==> src/rtl/rpic_pkg.sv <==
package rpic_pkg;
  localparam int CMD_W = 3;

  typedef enum logic [CMD_W-1:0] {
    CMD_EOI_TOP     = 3'd0,
    CMD_EOI_TOP_ROT = 3'd1,
    CMD_EOI_LINE    = 3'd2,
    CMD_EOI_LINE_RT = 3'd3,
    CMD_SET_BASE    = 3'd4
  } rpic_cmd_e;
endpackage

==> src/rtl/rpic_prio_find.sv <==
// Rotating priority search: priority p maps to line (p + base) mod N.
module rpic_prio_find #(
  parameter int NLINES = 8,
  localparam int LW = $clog2(NLINES)
) (
  input  logic [NLINES-1:0] req,
  input  logic [LW-1:0]     base,
  output logic [LW:0]       prio,   // NLINES means none
  output logic [LW-1:0]     line
);
  logic [NLINES-1:0] rot;
  logic [LW-1:0]     idx;

  always_comb begin
    rot = '0;
    idx = '0;
    for (int i = 0; i < NLINES; i++) begin
      idx    = LW'(i) + base;
      rot[i] = req[idx];
    end
  end

  always_comb begin
    prio = (LW+1)'(NLINES);
    for (int i = NLINES - 1; i >= 0; i--) begin
      if (rot[i]) prio = (LW+1)'(i);
    end
    line = prio[LW-1:0] + base;
  end
endmodule

==> src/rtl/rpic_req_stage.sv <==
// Request capture: level lines follow the input, edge lines latch rising edges.
module rpic_req_stage #(
  parameter int NLINES = 8
) (
  input  logic              clk,
  input  logic              rst,
  input  logic [NLINES-1:0] irq_in,
  input  logic [NLINES-1:0] trig,     // 1 = level
  input  logic [NLINES-1:0] ack_clr,  // one-hot acknowledge
  output logic [NLINES-1:0] irr
);
  logic [NLINES-1:0] hist_q;
  logic [NLINES-1:0] irr_q;
  logic [NLINES-1:0] edge_set;
  logic [NLINES-1:0] edge_next;

  assign edge_set  = irq_in & ~hist_q;
  assign edge_next = (irr_q & ~ack_clr) | edge_set;

  always_ff @(posedge clk) begin
    if (rst) begin
      hist_q <= '0;
      irr_q  <= '0;
    end else begin
      hist_q <= irq_in;
      irr_q  <= (trig & irq_in) | (~trig & edge_next);
    end
  end

  assign irr = irr_q;
endmodule

==> src/rtl/rpic_service_stage.sv <==
// In-service register and rotation base, updated by acknowledge and commands.
module rpic_service_stage
  import rpic_pkg::*;
#(
  parameter int NLINES = 8,
  localparam int LW = $clog2(NLINES)
) (
  input  logic              clk,
  input  logic              rst,
  input  logic              ack_stb,
  input  logic [LW-1:0]     ack_line,
  input  logic              auto_eoi,
  input  logic              rot_auto_eoi,
  input  logic              cmd_stb,
  input  logic [CMD_W-1:0]  cmd,
  input  logic [LW-1:0]     cmd_line,
  input  logic              top_found,
  input  logic [LW-1:0]     top_line,
  output logic [NLINES-1:0] isr,
  output logic [LW-1:0]     base
);
  logic [NLINES-1:0] isr_q, isr_n;
  logic [LW-1:0]     base_q, base_n;
  rpic_cmd_e         op;

  assign op = rpic_cmd_e'(cmd);

  always_comb begin
    isr_n  = isr_q;
    base_n = base_q;
    if (ack_stb) begin
      if (auto_eoi) begin
        isr_n[ack_line] = 1'b0;
        if (rot_auto_eoi) base_n = ack_line + 1'b1;
      end else begin
        isr_n[ack_line] = 1'b1;
      end
    end else if (cmd_stb) begin
      case (op)
        CMD_EOI_TOP: begin
          if (top_found) isr_n[top_line] = 1'b0;
        end
        CMD_EOI_TOP_ROT: begin
          if (top_found) begin
            isr_n[top_line] = 1'b0;
            base_n          = top_line + 1'b1;
          end
        end
        CMD_EOI_LINE: isr_n[cmd_line] = 1'b0;
        CMD_EOI_LINE_RT: begin
          isr_n[cmd_line] = 1'b0;
          base_n          = cmd_line + 1'b1;
        end
        CMD_SET_BASE: base_n = cmd_line + 1'b1;
        default: ;
      endcase
    end
  end

  always_ff @(posedge clk) begin
    if (rst) begin
      isr_q  <= '0;
      base_q <= '0;
    end else begin
      isr_q  <= isr_n;
      base_q <= base_n;
    end
  end

  assign isr  = isr_q;
  assign base = base_q;
endmodule

==> src/rtl/rpic_core.sv <==
module rpic_core
  import rpic_pkg::*;
#(
  parameter int NLINES       = 8,
  parameter int CASCADE_LINE = 2,
  localparam int LW = $clog2(NLINES)
) (
  input  logic              clk,
  input  logic              rst,
  input  logic [NLINES-1:0] irq_in,
  input  logic              trig_we,
  input  logic [NLINES-1:0] trig_wdata,
  input  logic              mask_we,
  input  logic [NLINES-1:0] mask_wdata,
  input  logic              auto_eoi,
  input  logic              rot_auto_eoi,
  input  logic              sfnm_en,
  input  logic              is_master,
  input  logic              ack_stb,
  input  logic [LW-1:0]     ack_line,
  input  logic              cmd_stb,
  input  logic [CMD_W-1:0]  cmd,
  input  logic [LW-1:0]     cmd_line,
  output logic              int_out,
  output logic [LW-1:0]     win_line,
  output logic [NLINES-1:0] irr_o,
  output logic [NLINES-1:0] isr_o,
  output logic [LW-1:0]     base_o
);
  localparam logic [NLINES-1:0] CASC_BIT = NLINES'(1) << CASCADE_LINE;

  logic [NLINES-1:0] mask_q, trig_q;
  logic [NLINES-1:0] ack_clr, pend, isr_cmp;
  logic [LW:0]       pend_prio, cur_prio, top_prio;
  logic [LW-1:0]     pend_line, cur_line, top_line;

  always_ff @(posedge clk) begin
    if (rst) begin
      mask_q <= '0;
      trig_q <= '0;
    end else begin
      if (mask_we) mask_q <= mask_wdata;
      if (trig_we) trig_q <= trig_wdata;
    end
  end

  assign ack_clr = ack_stb ? (NLINES'(1) << ack_line) : '0;

  rpic_req_stage #(.NLINES(NLINES)) u_req (
    .clk(clk), .rst(rst), .irq_in(irq_in), .trig(trig_q),
    .ack_clr(ack_clr), .irr(irr_o)
  );

  assign pend    = irr_o & ~mask_q;
  assign isr_cmp = (sfnm_en && is_master) ? (isr_o & ~CASC_BIT) : isr_o;

  rpic_prio_find #(.NLINES(NLINES)) u_pend_find (
    .req(pend), .base(base_o), .prio(pend_prio), .line(pend_line)
  );
  rpic_prio_find #(.NLINES(NLINES)) u_cur_find (
    .req(isr_cmp), .base(base_o), .prio(cur_prio), .line(cur_line)
  );
  rpic_prio_find #(.NLINES(NLINES)) u_top_find (
    .req(isr_o), .base(base_o), .prio(top_prio), .line(top_line)
  );

  rpic_service_stage #(.NLINES(NLINES)) u_svc (
    .clk(clk), .rst(rst), .ack_stb(ack_stb), .ack_line(ack_line),
    .auto_eoi(auto_eoi), .rot_auto_eoi(rot_auto_eoi),
    .cmd_stb(cmd_stb), .cmd(cmd), .cmd_line(cmd_line),
    .top_found(top_prio != (LW+1)'(NLINES)), .top_line(top_line),
    .isr(isr_o), .base(base_o)
  );

  assign int_out  = pend_prio < cur_prio;
  assign win_line = pend_line;
endmodule

==> config.mk <==
export PLATFORM = sky130hd
export DESIGN_NAME = rpic_core
export DESIGN_NICKNAME = d
export VERILOG_FILES = /design/src/rtl/rpic_pkg.sv /design/src/rtl/rpic_prio_find.sv /design/src/rtl/rpic_req_stage.sv /design/src/rtl/rpic_service_stage.sv /design/src/rtl/rpic_core.sv
export SDC_FILE = /design/constraint.sdc
export NUM_CORES = 1
export LEC_CHECK = 0
export BUFFER_PORTS_ARGS = -buffer_cell sky130_fd_sc_hd__buf_2
export CELL_PAD_IN_SITES_DETAIL_PLACEMENT = 0
export CELL_PAD_IN_SITES_GLOBAL_PLACEMENT = 1
export CORE_MARGIN = 4
export CORE_UTILIZATION = 40
export DETAILED_ROUTE_END_ITERATION = 10
export GPL_TIMING_DRIVEN = 0
export HOLD_SLACK_MARGIN = 0.1
export PLACE_DENSITY = 0.83
export SLEW_MARGIN = 10
export SYNTH_ARGS = -nofsm -noshare
export SYNTH_HDL_FRONTEND = slang
export SYNTH_HIERARCHICAL = 1
export SYNTH_SLANG_ARGS = --single-unit
==> constraint.sdc <==
create_clock -name clk -period 8.44 [get_ports clk]
set_input_delay 0.422 -clock clk [delete_from_list [all_inputs] [get_ports clk]]
set_output_delay 0.422 -clock clk [all_outputs]
set_load 0.02 [all_outputs]
==> summary.txt <==
RSZ-0062 raised after global routing: false
Layout Nets: 582
TritonRoute pass-1 iters: 4
yosys warns: 6
fin crit share: 0.559
Slew headroom: 0.329
Setup violations, final: 0
H-tree levels: 2
final worst setup slack: 3.72 ns
Worst VDD drop: 116 uV
critical-path cell list: buf_6 -> inv_1 -> ha_1 -> mux4_2 -> mux2_2 -> or2_4 -> nor2_1 -> a21oi_1 -> o22a_1 -> fa_1 -> xor2_1 -> a41oi_1 -> a221oi_1 -> o32ai_1
Cells on Worst Hold Path: 3
Die Y-Extent: 112 um
hold crit path type: in -> reg
Routability Congestion: 0.837
# diodes: 0
area of the multi-input gates: 3230 sq um
Starting DRT DRC Count: 186
Post-Route Setup TNS: 0 ns
FF-to-FF Start: u_svc/base[0]$_SDFFE_PP0P_
maximum clock path buffer count: 2
synthesized area: 4300 sq um
row count: 37
number of global-route vias before repair: 3,713
Worst-Skew Late Latency: 0.30 ns
clock skew: 0.00658 ns
I/O Pins: 66
r2r setup slk: 3.72 ns
Detailed Place HPWL: 8290 um
largest net degree at the start of global routing: 20
DR vias: 3,749
Syn-to-layout area delta: 13.4%
Setup CP Type: reg -> reg
CTS tree: yes
DRC Markers: 0
Initial Utilization: 0.413
clock buffer count from CTS: 5
Syn Inst Count: 457
CP arrival: 4.88 ns
layout cells sized above 1: 0.306
FILL cells: 1,009
Crit. End Element: flip-flop
Vias/cell: 5.66
static leakage: 2.05 nW
Place WS: 3.72 ns
Critical Path Max Stage Delay: 0.99 ns
FF-to-FF path depth: 14
Slew Limit Fails: 0
Avg Cell Area, Syn: 9.42 sq um
GRT Residual Overflow: 0
fin util: 0.468
CP Max Fanout: 19
Slew @ Worst Pin: 1.01 ns
initial antenna violation count: 0
min cycle time layout: 4.72 ns
P per Cell Area: 151 nW/um^2
Buffers on Ports: 61
die area: 12,500 sq um
Worst EP required: 8.61 ns
startpoint types: flip-flop
MaxCap Viol Count: 0
core area: 10,400 sq um
Largest delay share family, worst path: compound AO/OA/AOI/OAI gates
min-delay src: trig_wdata[2]
Die Width: 112 um
register area: 861 sq um
cts repair resizes: 0
first-pass GRT wire length: 17,600 um
clock slew at reported path FFs: 0.08 ns
Hold Path Sink: trig_q[2]$_SDFFE_PP0P_
maximum clock rate: 212 MHz
Fin. Hold Viols: 0
drt wl/cell: 15.7 um
Crit path buffers/inverters: 2
setup bufs post-CTS: 0
post-synthesis net count: 514
Overall Power: 0.738 mW
Fin Hold WS: 0.357 ns
Detail Route Antenna Nets: 0
CP max stage cell: dfxtp_1
# clock sinks: 43
GRT Util Overall: 0.164
status: finished clean
routed wire length: 10,400 um
Post-CTS Hold Buffers: 0
root buffer cell: clkbuf_8
[cell usage in the layout (no fill, tap or decap), drive strengths merged, types with 4 or more instances in the layout]
cell,n
nor4b,12
ha,12
or2,10
mux4,24
nor4,4
and2b,6
nand2,20
a21oi,7
xor2,8
nor3b,6
dfxtp,43
nor3,7
buf,82
nand2b,22
a31oi,10
mux2,12
clkbuf,11
xnor2,6
a211oi,10
inv,19
mux2i,26
nand3,25
a21o,9
nor2b,22
o21ai,17
o32ai,5
nor2,47
nand3b,4
o22ai,9
[how the worst max path moves through the flow]
stage / from / to / slack [ns] / depth (start not counted)
floorplan: u_svc/base[0]$_SDFFE_PP0P_ / flip-flop / 4.22 / 15
global placement: u_svc/base[0]$_SDFFE_PP0P_ / flip-flop / 3.76 / 14
detailed placement: u_svc/base[0]$_SDFFE_PP0P_ / flip-flop / 3.72 / 14
CTS: u_svc/base[0]$_SDFFE_PP0P_ / flip-flop / 3.71 / 14
global route: u_svc/base[0]$_SDFFE_PP0P_ / flip-flop / 3.37 / 14
finish: u_svc/base[0]$_SDFFE_PP0P_ / flip-flop / 3.72 / 14
[stage by stage]
step / area [sq um] / instances
2_1_floorplan: 4300 / 457
3_3_place_gp: 4780 / 654
3_5_place_dp: 4780 / 654
4_1_cts: 4880 / 662
5_1_grt: 4880 / 662
6_report: 4880 / 662
[worst reg2reg max path, stage by stage (launching register included)]
cell and delay (ns):
dfxtp_1 0.99, buf_6 0.25, inv_1 0.05, ha_1 0.33, mux4_2 0.38, mux2_2 0.30
or2_4 0.25, nor2_1 0.09, a21oi_1 0.06, o22a_1 0.24, fa_1 0.40, xor2_1 0.49
a41oi_1 0.20, a221oi_1 0.42, o32ai_1 0.12
[layer usage]
layer,wire (um),share of wire,track usage,vias to the layer above
met5,0,0,0,-
met4,95,0.0091,0.0300,0
met3,423,0.041,0.0196,10
met2,5040,0.48,0.289,76
met1,4850,0.47,0.218,1806
li1,-,-,-,1857
[power by group]
part	total, mW	internal, mW	switching, mW	leakage [nW]
combinational	0.365	0.165	0.200	1.64
sequential	0.230	0.215	0.0149	0.355
clock	0.142	0.0747	0.0678	0.0515
total	0.738	0.455	0.283	2.05
[cell type report]
type	instances	area share
clock buffers	8	0.0205
well taps	136	0.0349
multi-input cells	371	0.662
repair buffers	61	0.0626
flip-flops and latches	43	0.176
plain buffers	24	0.0292
inverters	19	0.0146
Note: power is estimated with default switching activity, not from simulation.
